`src/rtl/rst_seq_pkg.sv`:
```
package rst_seq_pkg;
  localparam int CFG_W = 16;

  // Software reset: bits sampled from the pins, bits forced high, bits kept
  localparam logic [CFG_W-1:0] SW_SAMPLE = 16'h1F00;
  localparam logic [CFG_W-1:0] SW_ONES   = 16'h00FC;
  localparam logic [CFG_W-1:0] SW_KEEP   = 16'hE003;

  typedef enum logic [2:0] {
    ST_IDLE  = 3'd0,
    ST_HOLD  = 3'd1,
    ST_ASYNC = 3'd2,
    ST_DLY   = 3'd3,
    ST_SEQ   = 3'd4
  } seq_st_e;

  typedef enum logic [1:0] {
    K_NONE  = 2'd0,
    K_ASYNC = 2'd1,
    K_HW    = 2'd2,
    K_SW    = 2'd3
  } rst_kind_e;
endpackage

```
`src/rtl/rst_seq_filt.sv`:
```
module rst_seq_filt #(
  parameter int FILT_CYC = 25
) (
  input  logic clk,
  input  logic rst_n,
  input  logic pin_low,
  output logic hit
);
  localparam int FW = $clog2(FILT_CYC + 1);

  logic [FW-1:0] cnt_q, cnt_d;

  always_comb begin
    cnt_d = cnt_q;
    if (!pin_low)
      cnt_d = '0;
    else if (cnt_q != FW'(FILT_CYC))
      cnt_d = cnt_q + 1'b1;
  end

  always_ff @(posedge clk or negedge rst_n) begin
    if (!rst_n) cnt_q <= '0;
    else        cnt_q <= cnt_d;
  end

  assign hit = (cnt_q == FW'(FILT_CYC));

  // recognition needs the pin to have been low in the previous clock
  p_filter_low_r1: assert property (@(posedge clk) disable iff (!rst_n)
    hit |-> $past(pin_low));
endmodule

```
`src/rtl/rst_seq_dly.sv`:
```
module rst_seq_dly #(
  parameter int SEL_W = 3,
  parameter int DLY_MIN = 3,
  parameter int DLY_MAX = 8,
  parameter int DW = 4
) (
  input  logic [SEL_W-1:0] sel,
  output logic [DW-1:0]    dly_len
);
  localparam int SEL_TOP = DLY_MAX - DLY_MIN;

  always_comb begin
    if (int'(sel) > SEL_TOP) dly_len = DW'(DLY_MAX);
    else                     dly_len = DW'(DLY_MIN) + DW'(sel);
  end
endmodule

```
`src/rtl/rst_seq_cfg.sv`:
```
module rst_seq_cfg
  import rst_seq_pkg::*;
(
  input  logic             clk,
  input  logic             rst_n,
  input  logic             fin,
  input  rst_kind_e        fin_kind,
  input  logic [CFG_W-1:0] pins,
  output logic [CFG_W-1:0] cfg_q,
  output logic [1:0]       kind_q
);
  logic [CFG_W-1:0] cfg_d;
  logic [1:0]       kind_d;

  always_comb begin
    cfg_d  = cfg_q;
    kind_d = kind_q;
    if (fin) begin
      kind_d = fin_kind;
      if (fin_kind == K_SW)
        cfg_d = (cfg_q & SW_KEEP) | (pins & SW_SAMPLE) | SW_ONES;
      else
        cfg_d = pins;
    end
  end

  always_ff @(posedge clk or negedge rst_n) begin
    if (!rst_n) begin
      cfg_q  <= '0;
      kind_q <= K_NONE;
    end else if (fin) begin
      cfg_q  <= cfg_d;
      kind_q <= kind_d;
    end
  end

  // hardware reset end captures every pin
  p_hw_cfg_r7: assert property (@(posedge clk) disable iff (!rst_n)
    (fin && fin_kind != K_SW) |=> cfg_q == $past(pins));

  // software reset end forces the middle field high and keeps the outer bits
  p_sw_cfg_r8: assert property (@(posedge clk) disable iff (!rst_n)
    (fin && fin_kind == K_SW) |=> (cfg_q[7:2] == 6'h3F)
      && (cfg_q[1:0] == $past(cfg_q[1:0])) && (cfg_q[15:13] == $past(cfg_q[15:13])));
endmodule

```
`src/rtl/rst_seq.sv`:
```
module rst_seq
  import rst_seq_pkg::*;
#(
  parameter int CLK_NS  = 20,
  parameter int FILT_NS = 500,
  parameter int SEQ_LEN = 1024
) (
  input  logic        clk,
  input  logic        pwr_rst_n,
  input  logic        ext_rst_n,
  input  logic        sw_req,
  input  logic        cap_hi,
  input  logic        bidir_en,
  input  logic [2:0]  clk_sel,
  input  logic [15:0] cfg_pins,
  output logic        sys_rst_n,
  output logic        pin_pull,
  output logic [15:0] cfg_q,
  output logic [1:0]  rst_kind
);
  localparam int FILT_CYC = (FILT_NS + CLK_NS - 1) / CLK_NS;
  localparam int DW = 4;
  localparam int CW = $clog2(SEQ_LEN + 8) + 1;

  seq_st_e   st_q, st_d;
  logic [CW-1:0] cnt_q, cnt_d;
  logic      swf_q, swf_d;
  logic      ext_hit, pin_low, fin, async_now;
  rst_kind_e fin_kind;
  logic [DW-1:0] dly_len;

  // Lows caused by the block's own pull-down are not counted
  assign pin_low = !ext_rst_n && !pin_pull;

  rst_seq_filt #(.FILT_CYC(FILT_CYC)) u_filt (
    .clk     (clk),
    .rst_n   (pwr_rst_n),
    .pin_low (pin_low),
    .hit     (ext_hit)
  );

  rst_seq_dly #(.SEL_W(3), .DLY_MIN(3), .DLY_MAX(8), .DW(DW)) u_dly (
    .sel     (clk_sel),
    .dly_len (dly_len)
  );

  // Next-state process
  always_comb begin
    st_d     = st_q;
    cnt_d    = cnt_q;
    swf_d    = swf_q;
    fin      = 1'b0;
    fin_kind = K_HW;
    if (ext_hit) begin
      swf_d = 1'b0;
      if (!cap_hi || st_q == ST_ASYNC) st_d = ST_ASYNC;
      else                             st_d = ST_HOLD;
    end else begin
      case (st_q)
        ST_IDLE: if (sw_req) begin
          st_d  = ST_DLY;
          cnt_d = CW'(dly_len) - 1'b1;
          swf_d = 1'b1;
        end
        ST_HOLD: begin
          st_d  = ST_DLY;
          cnt_d = CW'(dly_len) - 1'b1;
        end
        ST_ASYNC: begin
          st_d     = ST_IDLE;
          fin      = 1'b1;
          fin_kind = K_ASYNC;
        end
        ST_DLY: begin
          if (cnt_q == '0) begin
            st_d  = ST_SEQ;
            cnt_d = CW'(SEQ_LEN - 1);
          end else begin
            cnt_d = cnt_q - 1'b1;
          end
        end
        ST_SEQ: begin
          if (cnt_q == '0) begin
            st_d     = ST_IDLE;
            fin      = 1'b1;
            fin_kind = swf_q ? K_SW : K_HW;
            swf_d    = 1'b0;
          end else begin
            cnt_d = cnt_q - 1'b1;
          end
        end
        default: st_d = ST_IDLE;
      endcase
    end
  end

  // Register process
  always_ff @(posedge clk or negedge pwr_rst_n) begin
    if (!pwr_rst_n) begin
      st_q  <= ST_IDLE;
      cnt_q <= '0;
      swf_q <= 1'b0;
    end else begin
      st_q  <= st_d;
      cnt_q <= cnt_d;
      swf_q <= swf_d;
    end
  end

  assign async_now = ext_hit && !cap_hi;
  assign sys_rst_n = (st_q == ST_IDLE) && !async_now;
  assign pin_pull  = swf_q && bidir_en && cap_hi
                     && (st_q == ST_DLY || st_q == ST_SEQ);

  rst_seq_cfg u_cfg (
    .clk      (clk),
    .rst_n    (pwr_rst_n),
    .fin      (fin),
    .fin_kind (fin_kind),
    .pins     (cfg_pins),
    .cfg_q    (cfg_q),
    .kind_q   (rst_kind)
  );

  // asynchronous entry shows on the output in the same cycle
  p_async_now_r2: assert property (@(posedge clk) disable iff (!pwr_rst_n)
    (ext_hit && !cap_hi) |-> !sys_rst_n);

  // once on the asynchronous path, a recognised reset keeps it there
  p_async_stay_r3: assert property (@(posedge clk) disable iff (!pwr_rst_n)
    (st_q == ST_ASYNC && ext_hit) |=> st_q == ST_ASYNC);

  // the pull-down only acts inside a running reset
  p_pull_in_reset_r9: assert property (@(posedge clk) disable iff (!pwr_rst_n)
    pin_pull |-> !sys_rst_n);

  // a request during the sequence does not restart it
  p_sw_ignored_r10: assert property (@(posedge clk) disable iff (!pwr_rst_n)
    (st_q == ST_SEQ && cnt_q != '0 && sw_req && !ext_hit) |=> st_q == ST_SEQ);
endmodule

```
`config.mk`:
```
export PLATFORM = sky130hd
export DESIGN_NAME = rst_seq
export DESIGN_NICKNAME = d
export VERILOG_FILES = /design/src/rtl/rst_seq_pkg.sv /design/src/rtl/rst_seq_filt.sv /design/src/rtl/rst_seq_dly.sv /design/src/rtl/rst_seq_cfg.sv /design/src/rtl/rst_seq.sv
export SDC_FILE = /design/constraint.sdc
export NUM_CORES = 1
export LEC_CHECK = 0
export ABC_CLOCK_PERIOD_IN_PS = 2600
export BUFFER_PORTS_ARGS = -buffer_cell sky130_fd_sc_hd__buf_2
export CORE_ASPECT_RATIO = 1.25
export CORE_MARGIN = 2
export CORE_UTILIZATION = 50
export CTS_CLUSTER_SIZE = 30
export DETAILED_ROUTE_END_ITERATION = 7
export GPL_ROUTABILITY_DRIVEN = 0
export HOLD_SLACK_MARGIN = 0.03
export PLACE_DENSITY = 0.76
export SLEW_MARGIN = 0
export SYNTH_ARGS = -nofsm -noshare
export SYNTH_HDL_FRONTEND = slang
export SYNTH_HIERARCHICAL = 1
export SYNTH_SLANG_ARGS = --single-unit
```
`constraint.sdc`:
```
create_clock -name clk -period 2.6 [get_ports clk]
set_input_delay 0.52 -clock clk [delete_from_list [all_inputs] [get_ports clk]]
set_output_delay 0.52 -clock clk [all_outputs]
set_load 0.02 [all_outputs]
```
==> results by group <==
Worst setup path
  – Worst setup EP type: flop
  – Max Fanout on Critical Path: 5
  – Critical path class: flop to flop
  – Worst path cell trace: inv_2, ha_1, or4b_4, or4_4, o41ai_4, a21boi_4, mux2_4
  – Max incr delay on CP: 480 ps
  – Worst EP arrival: 2720 ps
  – Startpoint types: flop
  – Critical Path RT: 2780 ps
  – Crit path max-delay cell type: or4_4

Floorplan
  – Die Ht: 80.6 um
  – Starting density of the core: 0.526
  – Total core area: 0.00446 mm2
  – # IOs: 45
  – Die width: 65.3 um
  – Row count: 27
  – Die ar.: 0.00526 mm2

Finish
  – P&R area growth vs syn: 20.1%
  – Final core occ: 0.632
  – Total Nets Final: 324
  – Share of cells above drive strength 1: 0.347
  – Antenna Cells: 0
  – Post-route cell area: 0.00282 mm2
  – Fillers: 370

Clocking
  – H-tree Lvls: 2
  – Num CTS Buffers: 5
  – Clk root buf: clkbuf_8
  – Worst skew pair latency: 290 ps
  – Reg clk slew, reported paths: 80 ps
  – CTS tree: built
  – CTS max path bufs: 2
  – TritonCTS Sinks: 39

STA
  – Max Fclk: 393 MHz
  – Setup WS post-layout: 55.0 ps
  – Final worst-path cycle share: 0.979
  – Endpoints failing hold: 0
  – Max Slew Vio Count: 0
  – Worst-Margin Slew: 848 ps
  – Count of final setup violators: 0
  – Min Tclk post-route: 2540 ps
  – Worst Skew: 2.88 ps
  – RSZ-0062 raised after global routing: true
  – Rel. slew slack: 0.434

Power and ir drop
  – Clk pwr share: 0.151
  – Comb pwr share: 0.534
  – Max IR drop VDD: 0.000404 V
  – Net Sw Frac: 0.415
  – Sw Pwr: 1.38 mW
  – Leakage: 1.32 nW
  – Total power per unit cell area: 1180 mW/mm2
  – Sequential Power Share: 0.315
  – Int Pwr: 1.95 mW

Worst hold path
  – Worst hold path type: primary input to async pin

Logic synthesis
  – Async S/R FF share, synth: 1.00
  – Post-synth EDFFs: 0
  – Sequential element share of the synthesized area: 0.416
  – Syn_area_per_cell: 9.90 um2
  – Synth Flop Type: dfrtp_1
  – Mapped Nets: 268
  – Mapped Cells: 237
  – Synth warn: 6
  – Synthesis-stage register bit count: 39
  – Mapped Area: 0.00235 mm2
  – Cell variety after synth: 53

Drt
  – Detailed-route vias per instance: 5.59
  – DRC: 0
  – Post-DR wirelength/cell: 14.2 um
  – Vias: 1,966
  – Initial DRC count: 119
  – First drt pass iteration count: 4
  – Total Routed Length: 4980 um
  – Final ANT Viol Nets: 0

Global routing
  – First-pass GRT wire length: 8330 um
  – Largest net degree at the start of global routing: 40
  – Vias in the first global route: 1,863
  – Gr usage total: 0.203
  – Total gr overflow: 0
  – Initial antenna violation count: 0

Placed design
  – Dpl hpwl: 3640 um
  – PortBufs: 44
  – Pre-CTS WS: 22.3 ps
  – Area after DPL: 0.00267 mm2

Run status
  – Status: finished, final reports clean

Flow run
  – Max cap viols: 0
-- cells in the final DEF (no fill, tap or decap), types with 2 or more instances in the layout --
master,instances
buf_2,44
dfrtp_1,39
a21oi_1,28
nor2_1,23
buf_4,17
inv_1,10
nand2_1,10
o21ai_0,8
or3_1,7
nand3_1,7
mux2_2,7
nand2b_1,6
ha_1,6
o22a_1,5
mux2i_1,5
clkbuf_8,5
mux2_4,5
or2_2,4
nor3_1,4
a31oi_1,4
a21oi_2,3
nand3b_1,3
inv_2,2
nor3b_1,2
o22ai_1,2
or4_1,2
o31a_1,2
xor2_1,2
a2bb2oi_1,2
and3_1,2
o32a_1,2
-- through the flow --
stage	std cells	hold slack, ps	total power, mW	TNS [ps]
final	352	328	3.33	0
after global routing	352	402	3.57	-168
after CTS	350	360	3.31	0
after detailed placement	342	483	2.78	0
after global placement	342	464	2.74	0
after floorplan	237	224	2.35	0
-- final timing paths --
| check | startpoint | to | slack, ps | cells after the start |
|---|---|---|---|---|
| min in group clk | cfg_pins[11] | u_cfg/cfg_q[11] | 440 | 2 |
| hold reg to reg | u_cfg/cfg_q[11] | u_cfg/cfg_q[11] | 500 | 1 |
| setup reg to reg | cnt_q[0] | u_cfg/cfg_q[0] | 60 | 7 |
| max in group asynchronous | pwr_rst_n | u_cfg/cfg_q[12] | 1740 | 1 |
| hold / removal | pwr_rst_n | u_filt/cnt_q[3] | 330 | 1 |
| setup / recovery | cnt_q[0] | u_cfg/cfg_q[0] | 60 | 7 |
-- flip-flops by register name, indices dropped and copies added (netlist names) --
register      count
swf_q             1
u_cfg/cfg_q      16
u_cfg/kind_q      2
cnt_q            12
st_q              3
u_filt/cnt_q      5
-- Yosys cell counts (all sizes together), types with 2 or more instances --
library cell   n  area, um2
mux2          13        165
dfrtp         39        976
or3            7       43.8
or4            3       26.3
ha             6       75.1
a31oi          4       25.0
inv           12       45.0
a21oi         31        163
xor2           2       17.5
nand2         10       37.5
o22ai          2       12.5
or2            4       25.0
o21ai          9       45.0
o31a           2       17.5
o32a           2       20.0
buf            9       85.1
a2bb2oi        2       17.5
nand3          7       35.0
mux2i          5       50.1
nor3           4       20.0
clkbuf         4       15.0
a21boi         2       26.3
o22a           5       43.8
nor3b          3       27.5
nand3b         3       22.5
and3           2       12.5
nor2          23       86.3
nand2b         6       37.5
-- cell type report --
class / count / area, um2 / area share
clock inverters: 3 / 43.8 / 0.0155
clock buffers: 5 / 68.8 / 0.0244
flip-flops and latches: 39 / 976 / 0.346
repair buffers: 62 / 359 / 0.127
inverters: 12 / 45.0 / 0.0160
multi-input cells: 173 / 1250 / 0.444
well taps: 58 / 72.6 / 0.0258
-- power by group through the flow --
stage                     registers, mW  clock network (mW)  logic, mW
after floorplan                    1.18                   0       1.17
after global placement             1.04                   0       1.70
after detailed placement           1.06                   0       1.72
after CTS                          1.05               0.518       1.75
after global routing               1.08               0.546       1.94
final                              1.05               0.503       1.78
-- cells by family after synthesis --
logic type,share of synthesized area
multiplexers,0.0917
XOR/XNOR,0.0112
flip-flops,0.416
adder cells (fa/ha/maj),0.0320
AO/OA/AOI/OAI,0.201
buffers and inverters,0.0619
AND/OR/NAND/NOR,0.186
-- worst max-delay path, delay by kind of cell, from the launching register on --
kind                     cells  cell delay, ps
buffers and inverters        1              60
AND/OR/NAND/NOR              2             950
adder cells (fa/ha/maj)      1             130
multiplexers                 1             340
flip-flops                   1             390
AO/OA/AOI/OAI                2             560
-- repair_timing --
item,in CTS,in global routing
endpoints found under the setup margin,1,14
cloned,0,0
hold buffers,0,0
setup buffers,0,2
pin swaps,0,1
resized for setup,1,4
-- per-layer routing --
layer,global-route usage,part of all wire
met3,0.0378,0.037
met4,0.0625,0.017
met2,0.364,0.51
met1,0.243,0.43
met5,0,0
(Power assumes the default switching activity.)
